## src/rtl/spi_cs_pkg.sv

```systemverilog
// Shared constants and helpers for the chip-select line driver.
// Assumes a write word split into two equal halves of SEL_FIELD_W bits.
package spi_cs_pkg;
    localparam int SEL_FIELD_W = 8;
    localparam int SEL_WORD_W  = 2 * SEL_FIELD_W;
    localparam int SEL_MAX     = 6;

    // Next raw state of one line given its set and clear strobes.
    function automatic logic sel_next(input logic cur, input logic set_s, input logic clr_s);
        logic nxt;
        nxt = cur;
        if (set_s && !clr_s) nxt = 1'b1;
        if (clr_s && !set_s) nxt = 1'b0;
        return nxt;
    endfunction
endpackage

```

## src/rtl/spi_cs_cfg_reg.sv

```systemverilog
// Configuration register: an enable bit and an inversion bit per line.
// Assumes enable bits sit in the upper half of the word and inversion
// bits in the lower half, one bit per line from bit zero of each half.
module spi_cs_cfg_reg
    import spi_cs_pkg::*;
#(
    parameter int NUM_SEL = 6
) (
    input  logic                  clk,
    input  logic                  rst_n,
    input  logic                  we,
    input  logic [SEL_WORD_W-1:0] wdata,
    output logic [NUM_SEL-1:0]    en_q,
    output logic [NUM_SEL-1:0]    inv_q
);
    // Capture the per-line fields on a configuration write.
    always_ff @(posedge clk) begin
        if (!rst_n) begin
            en_q  <= '0;
            inv_q <= '0;
        end else if (we) begin
            en_q  <= wdata[SEL_FIELD_W +: NUM_SEL];
            inv_q <= wdata[0 +: NUM_SEL];
        end
    end
endmodule

```

## src/rtl/spi_cs_line.sv

```systemverilog
// One chip-select line: raw state flop plus pin shaping.
// Assumes the strobes are already qualified by the write enable.
module spi_cs_line
    import spi_cs_pkg::*;
(
    input  logic clk,
    input  logic rst_n,
    input  logic set_s,
    input  logic clr_s,
    input  logic en_i,
    input  logic inv_i,
    output logic raw_q,
    output logic pin_o
);
    // Raw state: resets released (one), moves on a lone strobe.
    always_ff @(posedge clk) begin
        if (!rst_n) raw_q <= 1'b1;
        else        raw_q <= sel_next(raw_q, set_s, clr_s);
    end

    // Pin: follows raw state with optional inversion, or idles when unused.
    always_comb begin
        if (en_i) pin_o = raw_q ^ inv_i;
        else      pin_o = ~inv_i;
    end
endmodule

```

## src/rtl/spi_cs_driver.sv

```systemverilog
// Top of the chip-select line driver: configuration register and one
// line slice per select. Assumes NUM_SEL is between 1 and SEL_MAX.
module spi_cs_driver
    import spi_cs_pkg::*;
#(
    parameter int NUM_SEL = 6
) (
    input  logic                  clk,
    input  logic                  rst_n,
    input  logic                  cfg_we,
    input  logic [SEL_WORD_W-1:0] cfg_wdata,
    input  logic                  force_we,
    input  logic [SEL_WORD_W-1:0] force_wdata,
    output logic [NUM_SEL-1:0]    cs_pin_o,
    output logic [NUM_SEL-1:0]    cs_state_o
);
    logic [NUM_SEL-1:0] en_q;
    logic [NUM_SEL-1:0] inv_q;
    logic [NUM_SEL-1:0] set_vec;
    logic [NUM_SEL-1:0] clr_vec;
    logic               unused_spare;

    // Spare bits of both words belong to absent lines and are dropped.
    assign unused_spare = ^{cfg_wdata, force_wdata};

    // Qualify the strobe halves with the forcing write enable.
    always_comb begin
        set_vec = force_we ? force_wdata[SEL_FIELD_W +: NUM_SEL] : '0;
        clr_vec = force_we ? force_wdata[0 +: NUM_SEL] : '0;
    end

    spi_cs_cfg_reg #(.NUM_SEL(NUM_SEL)) u_cfg (
        .clk   (clk),
        .rst_n (rst_n),
        .we    (cfg_we),
        .wdata (cfg_wdata),
        .en_q  (en_q),
        .inv_q (inv_q)
    );

    for (genvar n = 0; n < NUM_SEL; n++) begin : g_line
        spi_cs_line u_line (
            .clk   (clk),
            .rst_n (rst_n),
            .set_s (set_vec[n]),
            .clr_s (clr_vec[n]),
            .en_i  (en_q[n]),
            .inv_i (inv_q[n]),
            .raw_q (cs_state_o[n]),
            .pin_o (cs_pin_o[n])
        );
    end
endmodule

```

## config.mk

```make
export PLATFORM = sky130hd
export DESIGN_NAME = spi_cs_driver
export DESIGN_NICKNAME = d
export VERILOG_FILES = /design/src/rtl/spi_cs_pkg.sv /design/src/rtl/spi_cs_cfg_reg.sv /design/src/rtl/spi_cs_line.sv /design/src/rtl/spi_cs_driver.sv
export SDC_FILE = /design/constraint.sdc
export NUM_CORES = 1
export LEC_CHECK = 0
export ABC_AREA = 0
export BUFFER_PORTS_ARGS = -buffer_cell sky130_fd_sc_hd__buf_2
export CORE_MARGIN = 2
export CORE_UTILIZATION = 47
export CTS_BUF_LIST = sky130_fd_sc_hd__clkbuf_8
export DETAILED_ROUTE_END_ITERATION = 8
export GPL_TIMING_DRIVEN = 1
export HOLD_SLACK_MARGIN = 0.02
export PLACE_DENSITY = 0.81
export SLEW_MARGIN = 20
export SYNTH_ARGS = -nofsm -noshare
export SYNTH_HDL_FRONTEND = slang
export SYNTH_SLANG_ARGS = --single-unit
export TNS_END_PERCENT = 50
```

## constraint.sdc

```tcl
create_clock -name clk -period 1.05 [get_ports clk]
set_input_delay 0 -clock clk [delete_from_list [all_inputs] [get_ports clk]]
set_output_delay 0 -clock clk [all_outputs]
set_load 0.01 [all_outputs]
```

Word level (Yosys, flattened, before mapping). Cells that the tools add are included.

Multiplexer cells: 20. Bitwise logic cells: 12. Reductions and logical operators: 30.

Operators with widths (number): 1-bit two-way mux (18); 1-bit logical AND (12); 1-bit zero test (12); 6-bit two-way mux (2); 2-bit nonzero test (6); 1-bit inverter (6); 1-bit XOR (6).

Flip-flop bits (word level): 18. Input port bits: 36. Word-level logic and storage cells: 70.

Logic depth before layout (Yosys ltp).
Depth after elaboration: 5. Gate-level depth with buffers: 5.

Cells and area by module. A second synthesis with hierarchy kept.

Cell total of the unflattened synthesis: 99. Area, all modules: 974.7 um2.

Modules (own cells, without submodules): spi_cs_cfg_reg (times used 1, cells each 38, area each 450.4 um2); spi_cs_line (times used 6, cells each 8, area each 71.3 um2); spi_cs_driver (times used 1, cells each 13, area each 96.3 um2).

Worst setup path before layout. Ideal clock, no wire load.

Path type: in2reg. Start: input force_we. End: register g_line[0].u_line.raw_q. Data arrival time: 0.806 ns. Required time: 0.976 ns. Slack: 0.170 ns. Cell stages on the path: 5. Path buffers: 1. Cell sequence: buf_2 > and2_1 > ha_1 > nor2b_1 > o21ai_0.

Word-level cells in the longest chain between the ends: 4. Elaborated cells between the ends (all ways): 8.

RTL lines: start, declared (line spi_cs_driver.sv:12) `input logic force_we,`; 6-bit two-way mux (on tied branches) (line spi_cs_driver.sv:28, spi_cs_driver.sv:29); 1-bit zero test (on tied branches) (line spi_cs_pkg.sv:13, spi_cs_pkg.sv:12); 1-bit logical AND (on tied branches) (line spi_cs_pkg.sv:13, spi_cs_pkg.sv:12); 1-bit two-way mux or 2-bit nonzero test (tied branches); end signal, assigned (line spi_cs_line.sv:18) `else raw_q <= sel_next(raw_q, set_s, clr_s);`; end, declared (line spi_cs_line.sv:12) `output logic raw_q,`.

Several ways; a longest one is shown, not always the timed one. A chain may end at the register's enable or synchronous reset.

Worst setup path after layout.
Start: register u_cfg.en_q[4]. End: output cs_pin_o[4].

Word-level cells in the longest chain between the ends: 1.

RTL lines: start, declared (line spi_cs_cfg_reg.sv:13) `output logic [NUM_SEL-1:0] en_q,`; start signal, assigned (line spi_cs_cfg_reg.sv:22) `en_q <= wdata[SEL_FIELD_W +: NUM_SEL];`; 1-bit two-way mux (line spi_cs_line.sv:23) `if (en_i) pin_o = raw_q ^ inv_i;`; end, declared (line spi_cs_driver.sv:14) `output logic [NUM_SEL-1:0] cs_pin_o,`.

No other way between the ends.

==> metrics.txt <==
class of the tightest hold or removal check in2reg; gate count of the mapped netlist around 110; CTS clock-pin slew for the worst setup and hold paths around 60 ps; starting density of the core 50.3%; total inserted antenna cells 0; max-cap violations 0; clock insertion delay at the later pin of the skew report roughly 250 ps; remaining global-route overflow 0; global-route wire length before repair 2.79 mm; warnings from Yosys 0; violation count after the first detailed-route iteration 10; signal arrival time at the worst endpoint around 1000 ps; Post-Syn Area ~1000 um^2; headroom to the max-slew limit around 77%; number of clock sinks 18; final wirelength 1.62 mm; slew at the pin closest to its max-slew limit ~340 ps; die height about 50 um; Reg2Reg Setup Slack 380 ps; Mapped Nets 147; antenna violations before repair 0; average vias per placed instance 4.48; Die Area 2500 um^2; clock tree from TritonCTS yes; standby leakage power 0.530 nW; RD Place Congestion 0.590; largest net degree at the start of global routing 19; buffers from clock root to sink, at most 2; WP data required between 1000 and 1500 ps; end point of the critical path cs_pin_o[4]; global routing usage summed across all routing layers between 10 and 15%; number of ports placed on the die boundary 48; Setup crit end kind output port; power density over the cells 1260 nW/um^2; net count of the finished layout 179; crit path launch type register; Yosys reg bits 18; total number of placement rows 16; Worst Skew 0 ps; final setup TNS 0 ps; number of setup violations in the final report 0; critical register-to-register path endpoint g_line[0].u_line.raw_q; Final period util between 90% and 100%; critical-path maximum fanout 2; outcome finished clean; post-layout minimum cycle time a little over 1000 ps; mean post-synth cell area between 9 and 10 um^2; via count of the first global-routing pass a little under 700; width of the die ~50 um; total via count after detailed routing ~730; number of failing hold endpoints at the final stage 0; growth of design area from synthesis to finish 21.7%; Root Buffer sky130_fd_sc_hd__clkbuf_8; critical path startpoint u_cfg.en_q[4]; share of synthesized area occupied by flip-flops and latches a little over a third; Critical Setup Path Class reg2out; worst hold margin 15.9 ps; Unique masters post-synth 12; number of CTS-inserted buffers 3; worst r2r src g_line[0].u_line.raw_q; remaining antenna violation count after routing 0; average wire length per cell after detail routing ~10 um; core region area roughly 2000 um^2; buffers inserted by post-CTS timing repair 0; largest vdd supply drop approximately 0.75 mV; number of max-slew violations in the final report 0; worst reg2reg path depth 2; CTS H-tree depth 1; first-pass iteration count of the detailed router 3; count of buffers from port buffering 39; peak clock frequency supported by timing between 0.9 and 1 GHz; unrepaired setup endpoints after global routing true; DRC Markers 0; fraction of layout cells with a size suffix above 1 approximately a third
[synth_stat cells]
master | n | area, um^2
sky130_fd_sc_hd__nor2b_1 | 30 | 188
sky130_fd_sc_hd__dfxtp_1 | 18 | 360
sky130_fd_sc_hd__buf_4 | 12 | 90.1
sky130_fd_sc_hd__mux2i_1 | 12 | 120
sky130_fd_sc_hd__and2_1 | 6 | 37.5
sky130_fd_sc_hd__ha_1 | 6 | 75.1
sky130_fd_sc_hd__nand2_1 | 6 | 22.5
sky130_fd_sc_hd__o21ai_0 | 6 | 30.0
sky130_fd_sc_hd__xnor2_1 | 6 | 52.6
sky130_fd_sc_hd__buf_2 | 1 | 5.00
sky130_fd_sc_hd__buf_6 | 1 | 11.3
sky130_fd_sc_hd__clkbuf_1 | 1 | 3.75
[critical path, stage by stage, from the launching register on]
cell                      delay [ps]
sky130_fd_sc_hd__dfxtp_1         320
sky130_fd_sc_hd__nor2b_2         160
sky130_fd_sc_hd__xnor2_1         140
sky130_fd_sc_hd__buf_2           160
[layer usage]
| layer | global-route usage (%) | wire, um | share of wire, % | vias up |
|---|---|---|---|---|
| met2 | 26.3 | 801 | 49 | 23 |
| met4 | 9.72 | 38 | 2.3 | 0 |
| met5 | 0 | 0 | 0 | - |
| met1 | 15.7 | 714 | 44 | 315 |
| li1 | - | - | - | 389 |
| met3 | 1.82 | 68 | 4.2 | 4 |
[layout make-up]
class                   instances  area (um^2)
repair buffers                 42          225
flip-flops and latches         18          360
fillers                       183          769
clock buffers                   4         55.1
multi-input cells              72          538
well taps                      27         33.8
[stage by stage]
stage          utilization, %  cells  area [um^2]  worst slack, ps  total power [mW]
5_1_grt                  61.2    163         1210            -21.4              1.60
6_report                 61.2    163         1210             25.4              1.53
3_3_place_gp             56.3    156         1110              118             0.975
4_1_cts                  60.7    163         1200             5.48              1.55
3_5_place_dp             56.3    156         1110             74.1             0.986
2_1_floorplan               -    105          996              170             0.927
[worst min-delay path by stage]
stage	start	to	cells past startpoint	slack, ps
6_report	cfg_wdata[8]	u_cfg.en_q[0]	3	20
5_1_grt	cfg_wdata[1]	u_cfg.inv_q[1]	3	30
4_1_cts	cfg_wdata[8]	u_cfg.en_q[0]	3	20
3_5_place_dp	cfg_wdata[2]	u_cfg.inv_q[2]	3	270
3_3_place_gp	cfg_wdata[0]	u_cfg.inv_q[0]	3	260
2_1_floorplan	rst_n	u_cfg.en_q[0]	1	130
[sequential cells by signal, summed over array words and instances, names as in the netlist]
name	flops
u_cfg.en_q	6
u_cfg.inv_q	6
g_line.u_line.raw_q	6
[cell families after synthesis]
family / after synthesis / synth area share [%]
flops: 18 / 36.2
compound gates: 6 / 3.02
mux: 12 / 12.1
xor+xnor: 6 / 5.28
simple gates: 42 / 24.9
buf+inv: 15 / 11.1
fa+ha+maj: 6 / 7.54
[power by group]
group	switching (mW)	leakage, nW	internal, mW
combinational	0.0977	0.353	0.139
clock	0.213	0.0288	0.333
sequential	0.0238	0.148	0.719
[layout by cell type (no fill, tap or decap), drive strengths merged]
cell type	n
and2	6
buf	39
clkbuf	4
dfxtp	18
dlygate4sd3	3
ha	6
mux2i	12
nand2	6
nor2b	30
o21ai	6
xnor2	6
[repair_timing]
item	CTS	global route
hold buffers	3	0
endpoints found under the hold margin	3	0
gates resized for setup	1	4
setup endpoints to repair	1	5
(Power assumes the default switching activity.)
